==> config.mk <==
export PLATFORM = sky130hd
export DESIGN_NAME = disp_ser_rx
export DESIGN_NICKNAME = d
export VERILOG_FILES = /design/src/rtl/disp_ser_rx.sv
export SDC_FILE = /design/constraint.sdc
export NUM_CORES = 1
export LEC_CHECK = 0
export CORE_ASPECT_RATIO = 1.1
export CORE_MARGIN = 3
export CORE_UTILIZATION = 33
export DETAILED_ROUTE_END_ITERATION = 12
export GPL_ROUTABILITY_DRIVEN = 1
export SYNTH_ARGS = -nofsm -noshare
export SYNTH_HDL_FRONTEND = slang
export SYNTH_SLANG_ARGS = --single-unit
==> constraint.sdc <==
create_clock -name clk -period 1.45 [get_ports clk]
set_input_delay 0.145 -clock clk [delete_from_list [all_inputs] [get_ports clk]]
set_output_delay 0.145 -clock clk [all_outputs]
set_load 0.02 [all_outputs]
==> src/rtl/disp_ser_rx.sv <==
module disp_ser_rx #(
  parameter int BYTE_W      = 8,
  parameter int SYNC_STAGES = 2
) (
  input  logic              clk,
  input  logic              rst_n,
  input  logic              cs_n,
  input  logic              sclk,
  input  logic              sdin,
  input  logic              dc,
  output logic              byte_vld,
  output logic [BYTE_W-1:0] byte_out,
  output logic              byte_is_data
);
  localparam int CNT_W = $clog2(BYTE_W);
  localparam logic [CNT_W-1:0] LAST_BIT = CNT_W'(BYTE_W - 1);

  logic [SYNC_STAGES-1:0] cs_sync, ck_sync, sd_sync, dc_sync;
  logic                   ck_q;
  logic [CNT_W-1:0]       cnt;
  logic [BYTE_W-2:0]      shreg;

  always_ff @(posedge clk or negedge rst_n) begin
    if (!rst_n) begin
      cs_sync <= '1;
      ck_sync <= '0;
      sd_sync <= '0;
      dc_sync <= '0;
      ck_q    <= 1'b0;
    end else begin
      cs_sync <= {cs_sync[SYNC_STAGES-2:0], cs_n};
      ck_sync <= {ck_sync[SYNC_STAGES-2:0], sclk};
      sd_sync <= {sd_sync[SYNC_STAGES-2:0], sdin};
      dc_sync <= {dc_sync[SYNC_STAGES-2:0], dc};
      ck_q    <= ck_sync[SYNC_STAGES-1];
    end
  end

  wire cs_s = cs_sync[SYNC_STAGES-1];
  wire ck_s = ck_sync[SYNC_STAGES-1];
  wire sd_s = sd_sync[SYNC_STAGES-1];
  wire dc_s = dc_sync[SYNC_STAGES-1];
  wire take = ck_s & ~ck_q & ~cs_s;
  wire last = (cnt == LAST_BIT);

  always_ff @(posedge clk or negedge rst_n) begin
    if (!rst_n) begin
      cnt          <= '0;
      shreg        <= '0;
      byte_vld     <= 1'b0;
      byte_out     <= '0;
      byte_is_data <= 1'b0;
    end else begin
      byte_vld <= 1'b0;
      if (cs_s) begin
        cnt <= '0;
      end else if (take) begin
        shreg <= {shreg[BYTE_W-3:0], sd_s};
        cnt   <= last ? '0 : cnt + 1'b1;
        if (last) begin
          byte_vld     <= 1'b1;
          byte_out     <= {shreg, sd_s};
          byte_is_data <= dc_s;
        end
      end
    end
  end

  a_r8_one_cycle_strobe: assert property (@(posedge clk) disable iff (!rst_n)
    byte_vld |=> !byte_vld);

  a_r2_idle_holds_counter: assert property (@(posedge clk) disable iff (!rst_n)
    cs_s |=> (cnt == '0) && !byte_vld);

  a_r5_rearm_after_byte: assert property (@(posedge clk) disable iff (!rst_n)
    byte_vld |-> cnt == '0);

  a_r4_tag_from_last_edge: assert property (@(posedge clk) disable iff (!rst_n)
    byte_vld |-> byte_is_data == $past(dc_s));

  a_r3_lsb_from_last_edge: assert property (@(posedge clk) disable iff (!rst_n)
    byte_vld |-> byte_out[0] == $past(sd_s));
endmodule

After elaboration in Yosys (flattened, before gate mapping)
Index checks and enable logic that the tools add are counted.
{ "classes": {"add_sub_neg": 1, "muxes": 6, "n_bitwise": 4, "n_eq_ne": 1, "reduce_logical": 3} }
{ "op_table": {"columns": ["cell", "n"], "rows": [
  ["$mux W3", 3],
  ["$add A3 B1 Y3 const B", 1],
  ["$eq A3 B3 Y1 const B", 1],
  ["$mux W1", 3],
  ["$reduce_and A3 Y1", 1],
  ["$and A1 B1 Y1", 2],
  ["$not A1 Y1", 2],
  ["$reduce_and A2 Y1", 1],
  ["$reduce_bool A2 Y1", 1]
]} }
{ "totals": {"register_bits": 29, "wordCells": 25} }

Longest topological paths before layout
Gate-level depths: netlist of run 1.
{ "depth": {"word_depth": 5, "mapped_depth": 5, "depth_no_buf": 5} }

Worst setup path before layout of run 1
OpenSTA, ideal clock, no wires.
{ "synth_path": {"kind": "register to register", "from": "register cnt[0]", "to": "register byte_is_data", "path_stages_with_launch": 6, "path_slack_ns": 0.052, "setup_time_ns": 0.125, "arrival_time_ns": 1.273, "synth_period_minus_slack_ns": 1.398, "n_path_buf": 1, "path_cell_list": "dfrtp_1 ha_1 ha_1 nor3b_2 buf_6 mux2_2"} }
{ "synth_via": {"elab_chain_cells": 2} }
{ "synth_lines": {"columns": ["item", "line_no", "text"], "rows": [
  ["start: declaration", "20", "logic [CNT_W-1:0] cnt;"],
  ["start signal: assignment", "59", "cnt <= last ? '0 : cnt + 1'b1;"],
  ["$eq A3 B3 Y1", "44", "wire last = (cnt == LAST_BIT);"],
  ["$reduce_and A3 Y1 (no line)", null, null],
  ["end signal: assignment", "63", "byte_is_data <= dc_s;"],
  ["end: declaration", "13", "output logic byte_is_data"]
]} }
Every way passes these cells.
A chain may end at the register's enable or synchronous reset.

Worst setup path after layout of run 1
{ "layout_path": {"from": "register cnt[0]", "to": "register byte_out[7]"} }
{ "layout_via": {"elab_chain_cells": 2} }
{ "layout_lines": {"columns": ["item", "line_no", "text"], "rows": [
  ["$eq A3 B3 Y1", "44", null],
  ["$reduce_and A3 Y1 (no line)", null, null],
  ["end signal: assignment", "62", "byte_out <= {shreg, sd_s};"],
  ["end: declaration", "12", "output logic [BYTE_W-1:0] byte_out,"]
]} }
Every way passes these cells.

==> results of run 1 <==
==> how the worst max path moves through the flow <==
| stage | from | endpoint | slack, ns |
|---|---|---|---|
| final | cnt[0] | byte_out[7] | -0.04 |
| after global routing | cnt[0] | byte_out[0] | -0.15 |
| after CTS | cnt[1] | byte_out[2] | -0.06 |
| after detailed placement | cnt[1] | byte_out[7] | -0.44 |
| after global placement | cnt[0] | byte_out[2] | -0.34 |
| after floorplan | cnt[0] | byte_is_data | 0.05 |
==> sequential cells by signal, indices dropped and copies added (netlist names) <==
register      cells
shreg             7
sd_sync           2
byte_out          8
byte_vld          1
ck_sync           2
cnt               3
cs_sync           2
ck_q              1
byte_is_data      1
dc_sync           2
==> metrics by stage <==
stage / setup WS, ns / instance area [um2] / cells
CTS: -0.0602 / 1320 / 119
global placement: -0.343 / 1240 / 110
global route: -0.145 / 1330 / 119
finish: -0.0429 / 1330 / 119
floorplan: 0.0518 / 1030 / 59
detailed placement: -0.444 / 1240 / 110
==> cell families (layout without fill, tap and decap cells) <==
kind of cell,Yosys count,count (layout),synth area share
adders and majority gates,2,2,0.0242
buffers and inverters,2,29,0.0218
DFF,29,29,0.705
muxes,19,19,0.203
and+or+nand+nor,7,7,0.0460
==> critical path: stages (launching register included) <==
cell and delay (ns):
dfrtp_1 0.35, ha_1 0.15, ha_2 0.17, nor3b_4 0.21, buf_12 0.16, mux2_2 0.33
==> report_power, final <==
part           internal (mW)  total, mW  switching (mW)
sequential             0.905      0.963          0.0582
clock                  0.239      0.490           0.251
combinational         0.0888      0.137          0.0478
total                   1.23       1.59           0.357
==> final cells by class <==
cell class              count  area (um2)
clock buffers               8        58.8
fillers                   266        1550
multi-input cells          28         292
flip-flops and latches     29         728
well taps                  33        41.3
repair buffers             21         211
==> layer usage <==
metal	track usage	wire length [um]	vias up
li1	-	-	252
met1	0.104	649	264
met2	0.142	717	17
met3	0.0538	81	5
met4	0.0595	42	0
met5	0	0	-
==> repair_timing <==
action | in CTS | in global routing
setup buffers | 1 | 0
hold buffers | 0 | 0
setup endpoints to repair | 15 | 13
resized for setup | 6 | 5
==> synth_stat cells (all sizes together) <==
cell	count
dfrtp	27
nor3b	1
nor2	5
dfstp	2
buf	2
mux2i	3
nand2b	1
ha	2
mux2	16
==> impl_metrics.yaml, run 1 <==
clock_network:
  htreeDepth: 2
  cts_tree: "yes"
  clkSinkCount: 29
  clkTransAtPathRegs_ns: 0.08
  cts_buffers: 5
  cts.path.max_buffers: 2
  clock_latency_ns: 0.32
  cts_root_buf: "clkbuf_4"
worst_setup_path:
  cp_data_arrival_time_ns: 1.71
  r2r_start: "cnt[0]"
  crit_type: "reg -> reg"
  required_ns: 1.66
  r2r-end: "byte_out[7]"
  reg2reg_depth: 5
  critPathMaxFanout: 10
  reg2reg_slack_ns: -0.04
  start_kind: "flip-flop"
  endpoint_kind: "flip-flop"
routing:
  vias: 538
  drt_wl_total_um: 1490
  viasPerCell: 4.52
  ant_nets: 0
  first_iter_violations: 4
  drcViolationCount: 0
  wl_per_cell_um: 12.5
  dr.pass1.iters: 2
die:
  initial_core_util: 0.359
  core_area_um2: 2880
  std_cell_rows: 20
  io_pins: 16
  die_w_um: 59.4
  die_h_um: 64.7
  die_area_um2: 3840
sta:
  period_needed_ns: 1.49
  worst_pin_slew_ns: 0.346
  fin_ws_ns: -0.0429
  maxSlewViolCount: 0
  final-hold-violation-count: 0
  period_share: 1.03
  finClkSkew_ns: 0.00645
  setup_viol: 9
  rsz0062_at_grt: "true"
  fin_tns_setup_ns: -0.328
  slew_headroom: 0.769
  holdWs_ns: 0.190
  max_freq_mhz: 670
yosys:
  yosysSeqAreaShare: 0.705
  synth_area_leaders: "dfrtp_1 (65%), mux2_2 (17%), dfstp_2 (5.1%), mux2i_1 (2.9%), ha_1 (2.4%)"
  avgSynthCellArea_um2: 17.5
  synth_top_area_frac: 0.654
  synthesis.instances: 59
  yosysWarningCount: 0
  synth_nets: 67
  synth.largest_area_cell: "dfrtp_1"
  synth-seq-cells: 29
  netlist_area_um2: 1030
  synth.distinct_cells: 10
final_layout:
  final_util: 0.463
  nets: 93
  final_cell_mix: "dfrtp_1 (27), mux2_2 (16), clkdlybuf4s50_1 (6)"
  diodes: 0
  layout_commonest_cell: "dfrtp_1"
  drive_gt1_frac: 0.395
  areaGrowthSynthToFinish_pct: 28.8
place:
  port_buffers: 15
  gp_congestion: 0.666
  hpwl_um: 1020
power_and_ir_drop:
  power.leakage_nw: 0.733
  power_mw: 1.59
  powerDensity_nw_per_um2: 1190
  irDropWorstVdd_mv: 0.742
global_route:
  grt_pass1_vias: 583
  grt_use_total: 0.0960
  grt_start_max_net_pins: 30
  grt_pass1_wl_um: 2530
  grt-ovfl-total: 0
  antenna_found_initial: 0
run_status:
  violations: "negative setup slack"
  status: "finished with violations"
run:
  maxCapViolCount: 0
worst_hold_path:
  hp-class: "in -> async"
Note: power is estimated with default switching activity, not from simulation.
==> run 2, diff against run 1 <==
--- a/config.mk
+++ b/config.mk
@@ -10,6 +10,7 @@
 export CORE_UTILIZATION = 33
 export DETAILED_ROUTE_END_ITERATION = 12
 export GPL_ROUTABILITY_DRIVEN = 1
+export SLEW_MARGIN = 30
 export SYNTH_ARGS = -nofsm -noshare
 export SYNTH_HDL_FRONTEND = slang
 export SYNTH_SLANG_ARGS = --single-unit
==> results of run 2 <==
No change in the layout: final DEF, timing and power equal those of run 1.
==> run 3, diff against run 2 <==
--- a/config.mk
+++ b/config.mk
@@ -10,7 +10,7 @@
 export CORE_UTILIZATION = 33
 export DETAILED_ROUTE_END_ITERATION = 12
 export GPL_ROUTABILITY_DRIVEN = 1
-export SLEW_MARGIN = 30
+export SLEW_MARGIN = 20
 export SYNTH_ARGS = -nofsm -noshare
 export SYNTH_HDL_FRONTEND = slang
 export SYNTH_SLANG_ARGS = --single-unit
==> results of run 3 <==
No change in the layout: final DEF, timing and power equal those of run 1.
